==> config.mk <==
export PLATFORM = sky130hd
export DESIGN_NAME = vs_ecc_read_ctrl
export DESIGN_NICKNAME = d
export VERILOG_FILES = /design/src/rtl/vsecc_pkg.sv /design/src/rtl/vsecc_dec_model.sv /design/src/rtl/vsecc_strength_sel.sv /design/src/rtl/vs_ecc_read_ctrl.sv
export SDC_FILE = /design/constraint.sdc
export NUM_CORES = 1
export LEC_CHECK = 0
export BUFFER_PORTS_ARGS = -buffer_cell sky130_fd_sc_hd__buf_4
export CORE_ASPECT_RATIO = 1.1
export CORE_MARGIN = 3
export CORE_UTILIZATION = 44
export DETAILED_ROUTE_END_ITERATION = 10
export MAX_ROUTING_LAYER = met4
export PLACE_DENSITY = 0.79
export SYNTH_ARGS = -nofsm -noshare
export SYNTH_HDL_FRONTEND = slang
export SYNTH_SLANG_ARGS = --single-unit
==> constraint.sdc <==
create_clock -name clk -period 1.6 [get_ports clk]
set_input_delay 0.24 -clock clk [delete_from_list [all_inputs] [get_ports clk]]
set_output_delay 0.24 -clock clk [all_outputs]
set_load 0.005 [all_outputs]
==> src/rtl/vsecc_pkg.sv <==
package vsecc_pkg;

    typedef enum logic [1:0] {
        ST_CLEAN   = 2'b00,
        ST_CORR    = 2'b01,
        ST_UNCORR  = 2'b10
    } vsecc_status_e;

    // strength selector index used by the decoder generate loop
    localparam int DEC_LIGHT = 0;
    localparam int DEC_HEAVY = 1;
    localparam int DEC_COUNT = 2;

endpackage

==> src/rtl/vsecc_dec_model.sv <==
module vsecc_dec_model
    import vsecc_pkg::*;
#(
    parameter int FLT_W    = 3,
    parameter int CORR_CAP = 1
) (
    input  logic [FLT_W-1:0] flt,
    output vsecc_status_e    status
);
    // Fixed-latency black box: latency lives in the controller counter,
    // this only maps the fault count to a result class.
    always_comb begin
        if (flt == '0)
            status = ST_CLEAN;
        else if (flt <= FLT_W'(CORR_CAP))
            status = ST_CORR;
        else
            status = ST_UNCORR;
    end
endmodule

==> src/rtl/vsecc_strength_sel.sv <==
module vsecc_strength_sel #(
    parameter int SET_W      = 6,
    parameter int EIDX_W     = 2,
    parameter int CNT_W      = 5,
    parameter int BASE_LAT   = 12,
    parameter int LIGHT_LAT  = 1,
    parameter int HEAVY_LAT  = 15,
    parameter int MISS_LAT   = 1
) (
    input  logic                    ebit,
    input  logic                    dis,
    input  logic [SET_W-1:0]        set,
    input  logic [EIDX_W-1:0]       eidx,
    output logic                    heavy,
    output logic                    miss,
    output logic [CNT_W-1:0]        lat,
    output logic                    xrd,
    output logic [SET_W+EIDX_W-1:0] xaddr
);
    localparam int LIGHT_TOTAL = BASE_LAT + LIGHT_LAT;
    localparam int HEAVY_TOTAL = BASE_LAT + HEAVY_LAT;

    always_comb begin
        miss  = dis;
        heavy = ebit & ~dis;
        xrd   = heavy;
        xaddr = {set, eidx};
        if (dis)
            lat = CNT_W'(MISS_LAT);
        else if (ebit)
            lat = CNT_W'(HEAVY_TOTAL);
        else
            lat = CNT_W'(LIGHT_TOTAL);
    end
endmodule

==> src/rtl/vs_ecc_read_ctrl.sv <==
module vs_ecc_read_ctrl
    import vsecc_pkg::*;
#(
    parameter int SETS       = 64,
    parameter int WAYS       = 16,
    parameter int XSLOTS     = 4,
    parameter int FLT_W      = 3,
    parameter int BASE_LAT   = 12,
    parameter int LIGHT_LAT  = 1,
    parameter int HEAVY_LAT  = 15,
    parameter int LIGHT_CAP  = 1,
    parameter int HEAVY_CAP  = 4,
    parameter int MISS_LAT   = 1,
    localparam int SET_W     = $clog2(SETS),
    localparam int WAY_W     = $clog2(WAYS),
    localparam int EIDX_W    = $clog2(XSLOTS),
    localparam int XA_W      = SET_W + EIDX_W
) (
    input  logic              clk,
    input  logic              rst_n,
    input  logic              req_valid,
    input  logic [SET_W-1:0]  req_set,
    input  logic [WAY_W-1:0]  req_way,
    input  logic              req_ebit,
    input  logic              req_dis,
    input  logic [EIDX_W-1:0] req_eidx,
    input  logic [FLT_W-1:0]  req_flt,
    output logic              busy,
    output logic              xecc_rd,
    output logic [XA_W-1:0]   xecc_addr,
    output logic              rsp_hit,
    output logic              rsp_miss,
    output logic              rsp_err,
    output logic [1:0]        rsp_status,
    output logic [SET_W-1:0]  rsp_set,
    output logic [WAY_W-1:0]  rsp_way,
    output logic              rsp_strong
);
    localparam int MAX_LAT = BASE_LAT + HEAVY_LAT;
    localparam int CNT_W   = $clog2(MAX_LAT + 1);

    typedef struct packed {
        logic              busy;
        logic [CNT_W-1:0]  cnt;
        logic [SET_W-1:0]  set;
        logic [WAY_W-1:0]  way;
        logic              heavy;
        logic              miss;
        logic [FLT_W-1:0]  flt;
        logic              xrd;
        logic [XA_W-1:0]   xaddr;
        logic              hit;
        logic              rmiss;
        logic              err;
        vsecc_status_e     st;
    } ctrl_t;

    ctrl_t s_d, s_q;

    logic              sel_heavy, sel_miss, sel_xrd;
    logic [CNT_W-1:0]  sel_lat;
    logic [XA_W-1:0]   sel_xaddr;
    vsecc_status_e     dec_st [DEC_COUNT];
    vsecc_status_e     fin_st;
    logic              accept;

    vsecc_strength_sel #(
        .SET_W     (SET_W),
        .EIDX_W    (EIDX_W),
        .CNT_W     (CNT_W),
        .BASE_LAT  (BASE_LAT),
        .LIGHT_LAT (LIGHT_LAT),
        .HEAVY_LAT (HEAVY_LAT),
        .MISS_LAT  (MISS_LAT)
    ) u_sel (
        .ebit  (req_ebit),
        .dis   (req_dis),
        .set   (req_set),
        .eidx  (req_eidx),
        .heavy (sel_heavy),
        .miss  (sel_miss),
        .lat   (sel_lat),
        .xrd   (sel_xrd),
        .xaddr (sel_xaddr)
    );

    // one decoder model per code strength
    for (genvar g = 0; g < DEC_COUNT; g++) begin : g_dec
        localparam int CAP = (g == DEC_HEAVY) ? HEAVY_CAP : LIGHT_CAP;
        vsecc_dec_model #(
            .FLT_W    (FLT_W),
            .CORR_CAP (CAP)
        ) u_dec (
            .flt    (s_q.flt),
            .status (dec_st[g])
        );
    end

    assign accept = req_valid & ~s_q.busy;

    always_comb begin
        if (s_q.miss)
            fin_st = ST_CLEAN;
        else if (s_q.heavy)
            fin_st = dec_st[DEC_HEAVY];
        else
            fin_st = dec_st[DEC_LIGHT];
    end

    always_comb begin
        s_d       = s_q;
        s_d.xrd   = 1'b0;
        s_d.hit   = 1'b0;
        s_d.rmiss = 1'b0;
        s_d.err   = 1'b0;
        if (s_q.busy) begin
            if (s_q.cnt == '0) begin
                s_d.busy  = 1'b0;
                s_d.st    = fin_st;
                s_d.rmiss = s_q.miss;
                s_d.err   = ~s_q.miss & (fin_st == ST_UNCORR);
                s_d.hit   = ~s_q.miss & (fin_st != ST_UNCORR);
            end else begin
                s_d.cnt = s_q.cnt - 1'b1;
            end
        end else if (accept) begin
            s_d.busy  = 1'b1;
            s_d.cnt   = sel_lat - 1'b1;
            s_d.set   = req_set;
            s_d.way   = req_way;
            s_d.heavy = sel_heavy;
            s_d.miss  = sel_miss;
            s_d.flt   = req_flt;
            s_d.xrd   = sel_xrd;
            s_d.xaddr = sel_xaddr;
        end
    end

    always_ff @(posedge clk) begin
        if (!rst_n) begin
            s_q       <= '0;
            s_q.st    <= ST_CLEAN;
        end else begin
            s_q <= s_d;
        end
    end

    assign busy       = s_q.busy;
    assign xecc_rd    = s_q.xrd;
    assign xecc_addr  = s_q.xaddr;
    assign rsp_hit    = s_q.hit;
    assign rsp_miss   = s_q.rmiss;
    assign rsp_err    = s_q.err;
    assign rsp_status = s_q.st;
    assign rsp_set    = s_q.set;
    assign rsp_way    = s_q.way;
    assign rsp_strong = s_q.heavy;

endmodule

==> flow_metrics.env <==
export IMPL_insertion_delay_ps=320
export IMPL_gr_total_overflow=0
export IMPL_slowest_delay_ps=510
export IMPL_avgSynthCellArea_um2=8.29
export IMPL_fmaxAchievable_ghz=0.662
export IMPL_r2r_start="s_q[29]$_SDFFE_PN0P_"
export IMPL_fin_cells=237
export IMPL_rows=20
export IMPL_syn_nets=191
export IMPL_num_nets_final=227
export IMPL_synth_seq_area_share=0.420
export IMPL_fin_crit_ps=1510
export IMPL_ant_nets=0
export IMPL_htreeDepth=2
export IMPL_vias_per_cell=5.29
export IMPL_grt_first_pass_wirelength_mm=5.17
export IMPL_wl_per_cell_um=13.0
export IMPL_io_pins=46
export IMPL_hold_depth=3
export IMPL_antenna_found_initial=0
export IMPL_syn_area_um2=1380
export IMPL_setup_ws_ps=88.8
export IMPL_die_area_um2=3850
export IMPL_cp_cell_sequence="inv_1 > ha_1 > or4b_4 > buf_4 > nor2_1 > o311a_1"
export IMPL_dpl_hpwl_mm=2.34
export IMPL_yosys_warnings=0
export IMPL_timing_critical_path_from_type="flip-flop"
export IMPL_fillCellCount=251
export IMPL_grt_pass1_vias=1223
export IMPL_clock_path_buffers=2
export IMPL_dr_pass1_iters=4
export IMPL_numCtsBuffers=5
export IMPL_period_share=0.944
export IMPL_ff2ff_setup_slack_ps=90
export IMPL_drive_gt1_frac=0.348
export IMPL_power_density_nw_per_um2=1010
export IMPL_area_growth_pct=26.4
export IMPL_use_met2=0.302
export IMPL_cts_reportedPaths_clkPinSlew_ps=90
export IMPL_min_from="req_set[2]"
export IMPL_design_area_um2=1750
export IMPL_n_antenna_cell=0
export IMPL_core_area_um2=2880
export IMPL_grt_start_max_net_pins=18
export IMPL_final_common_cell="buf_4"
export IMPL_start_util=0.481
export IMPL_routabilityCongestion=0.873
export IMPL_route_vias_total=1253
export IMPL_post_place_cells=229
export IMPL_final_cell_mix="buf_4, nand2_1, dfxtp_1"
export IMPL_relSlewSlack=0.795
export IMPL_dpl_cell_area_um2=1680
export IMPL_cp_end_kind="flip-flop"
export IMPL_drv_max_cap_violation_count=0
export IMPL_grt_usage=0.180
export IMPL_r2r_cells=6
export IMPL_critPathMaxFanout=5
export IMPL_crit_required_ps=1870
export IMPL_drc=0
export IMPL_reg2reg_to="s_q[30]$_SDFFE_PN0P_"
export IMPL_worst_pin_slew_ps=304
export IMPL_place_worst_setup_slack_ps=-24.2
export IMPL_ys_types=37
export IMPL_cts_tree="done"
export IMPL_cts_sinks=29
export IMPL_clock_skew_ps=8.78
export IMPL_critical_path_slowest_cell="or4b_4"
export IMPL_synth_top_area_cell="dfxtp_1"
export IMPL_cts_root_buf="clkbuf_4"
export IMPL_hold_viol=0
export IMPL_io_buffers=45
export IMPL_grt_busiest_layer="met2"
export IMPL_gr_usage_met3=0.0458
export IMPL_maxSlewViolCount=0
export IMPL_rsz0062_at_grt="no"
export IMPL_ys_top_cells_by_area="dfxtp_1, buf_4, nand2_1"
export IMPL_die_x_um=59.5
export IMPL_outcome="finished clean"
export IMPL_hold_end="rsp_set[2]$_SDFFE_PN0P_"
export IMPL_synth_top_area_frac=0.420
export IMPL_dr_first_iter_drc_count=47
export IMPL_setup_violations=0
export IMPL_path_class="flip-flop to flip-flop"
export IMPL_die_y_um=64.8
export IMPL_ys_ff_latch=29
export IMPL_use_met1=0.195
export IMPL_finalWirelength_mm=3.09
export IMPL_holdCritPathClass="input pin to flip-flop"
export IMPL_ir_worst_vdd_v=0.000782
export IMPL_synthCells=167
export IMPL_power_leakage_nw=0.782
export IMPL_worstPathArrival_ps=1780
## cells by family after synthesis
logic type | Yosys count | share of synthesized area
compound gates | 37 | 0.182
flops | 29 | 0.420
simple gates | 61 | 0.210
fa+ha+maj | 4 | 0.0362
buf+inv | 36 | 0.153
## Yosys cell counts
cell,n
a2111oi_4,1
and3_1,1
o211ai_1,2
ha_1,4
nor2b_1,1
nor3_1,4
nand3_1,3
nand3b_1,1
nand2b_1,1
nor4_1,2
o311a_1,1
o41ai_1,1
inv_1,7
a21oi_1,21
buf_2,1
o32ai_1,1
and4_1,1
nor4b_2,1
o2bb2ai_1,1
buf_4,20
o21bai_1,1
o32a_1,1
nand4bb_1,1
o21a_1,1
or2_2,1
o31a_1,1
a211oi_1,1
or4b_1,1
nand2_1,37
clkbuf_1,8
o21ai_0,1
dfxtp_1,29
nor3b_1,1
o31ai_1,1
a31oi_1,1
a21boi_0,1
nor2_1,5
## worst max-delay path, delay by kind of cell (launching register included)
kind,cells,cell delay (ps)
buffers and inverters,2,230
AO/OA/AOI/OAI,1,160
AND/OR/NAND/NOR,2,610
flip-flops,1,320
adder cells (fa/ha/maj),1,150
## how the worst max path moves through the flow
| stage | from | end | slack, ps | cells past startpoint |
|---|---|---|---|---|
| finish | s_q[29]$_SDFFE_PN0P_ | s_q[30]$_SDFFE_PN0P_ | 90 | 6 |
| global route | s_q[29]$_SDFFE_PN0P_ | s_q[30]$_SDFFE_PN0P_ | 8 | 6 |
| CTS | s_q[29]$_SDFFE_PN0P_ | rsp_status[1]$_SDFFE_PN0P_ | 30 | 5 |
| detailed placement | s_q[29]$_SDFFE_PN0P_ | rsp_status[1]$_SDFFE_PN0P_ | -20 | 5 |
| global placement | s_q[29]$_SDFFE_PN0P_ | rsp_status[1]$_SDFFE_PN0P_ | 0.3 | 5 |
| floorplan | s_q[29]$_SDFFE_PN0P_ | rsp_status[1]$_SDFFE_PN0P_ | 0.4 | 6 |
## report_power, final
group	internal [W]	total, W	switching [W]
Clock	0.000254	0.000500	0.000246
Sequential	0.000775	0.000815	0.0000399
Combinational	0.000232	0.000452	0.000220
## sequential cells by signal (all words and copies together) (netlist names), 2 cells and up
register,flops
xecc_addr,2
rsp_set,6
rsp_way,4
s_q,9
rsp_status,2
## metrics by stage
stage / util / hold WS, ps / power, W / TNS (ps)
after CTS: 0.608 / 149 / 0.00179 / 0
after global routing: 0.608 / 158 / 0.00187 / 0
after detailed placement: 0.582 / 451 / 0.00128 / -24.2
after floorplan: - / 376 / 0.00111 / 0
final: 0.608 / 162 / 0.00177 / 0
after global placement: 0.582 / 443 / 0.00127 / 0
## routing by layer
metal | share of wire | vias up
li1 | - | 619
met1 | 0.41 | 578
met2 | 0.49 | 50
met3 | 0.084 | 6
met4 | 0.017 | 0
met5 | 0 | -
## area by class of cell
cell class / count / area (µm²) / share of cell area
clock buffer: 7 / 65.1 / 0.0372
clock inverter: 1 / 5.00 / 0.00286
inverter: 7 / 26.3 / 0.0150
multi-input combinational: 102 / 596 / 0.340
sequential: 29 / 581 / 0.332
tap: 33 / 41.3 / 0.0236
timing repair buffer: 58 / 435 / 0.249
## timing repair
action | in CTS | in global routing
hold endpoints to repair | 0 | 0
pin swaps | 0 | 2
hold buffers | 0 | 0
setup buffers | 0 | 0
gates resized for setup | 1 | 0
endpoints found under the setup margin | 2 | 1
Power figures use the tool's default switching activity.
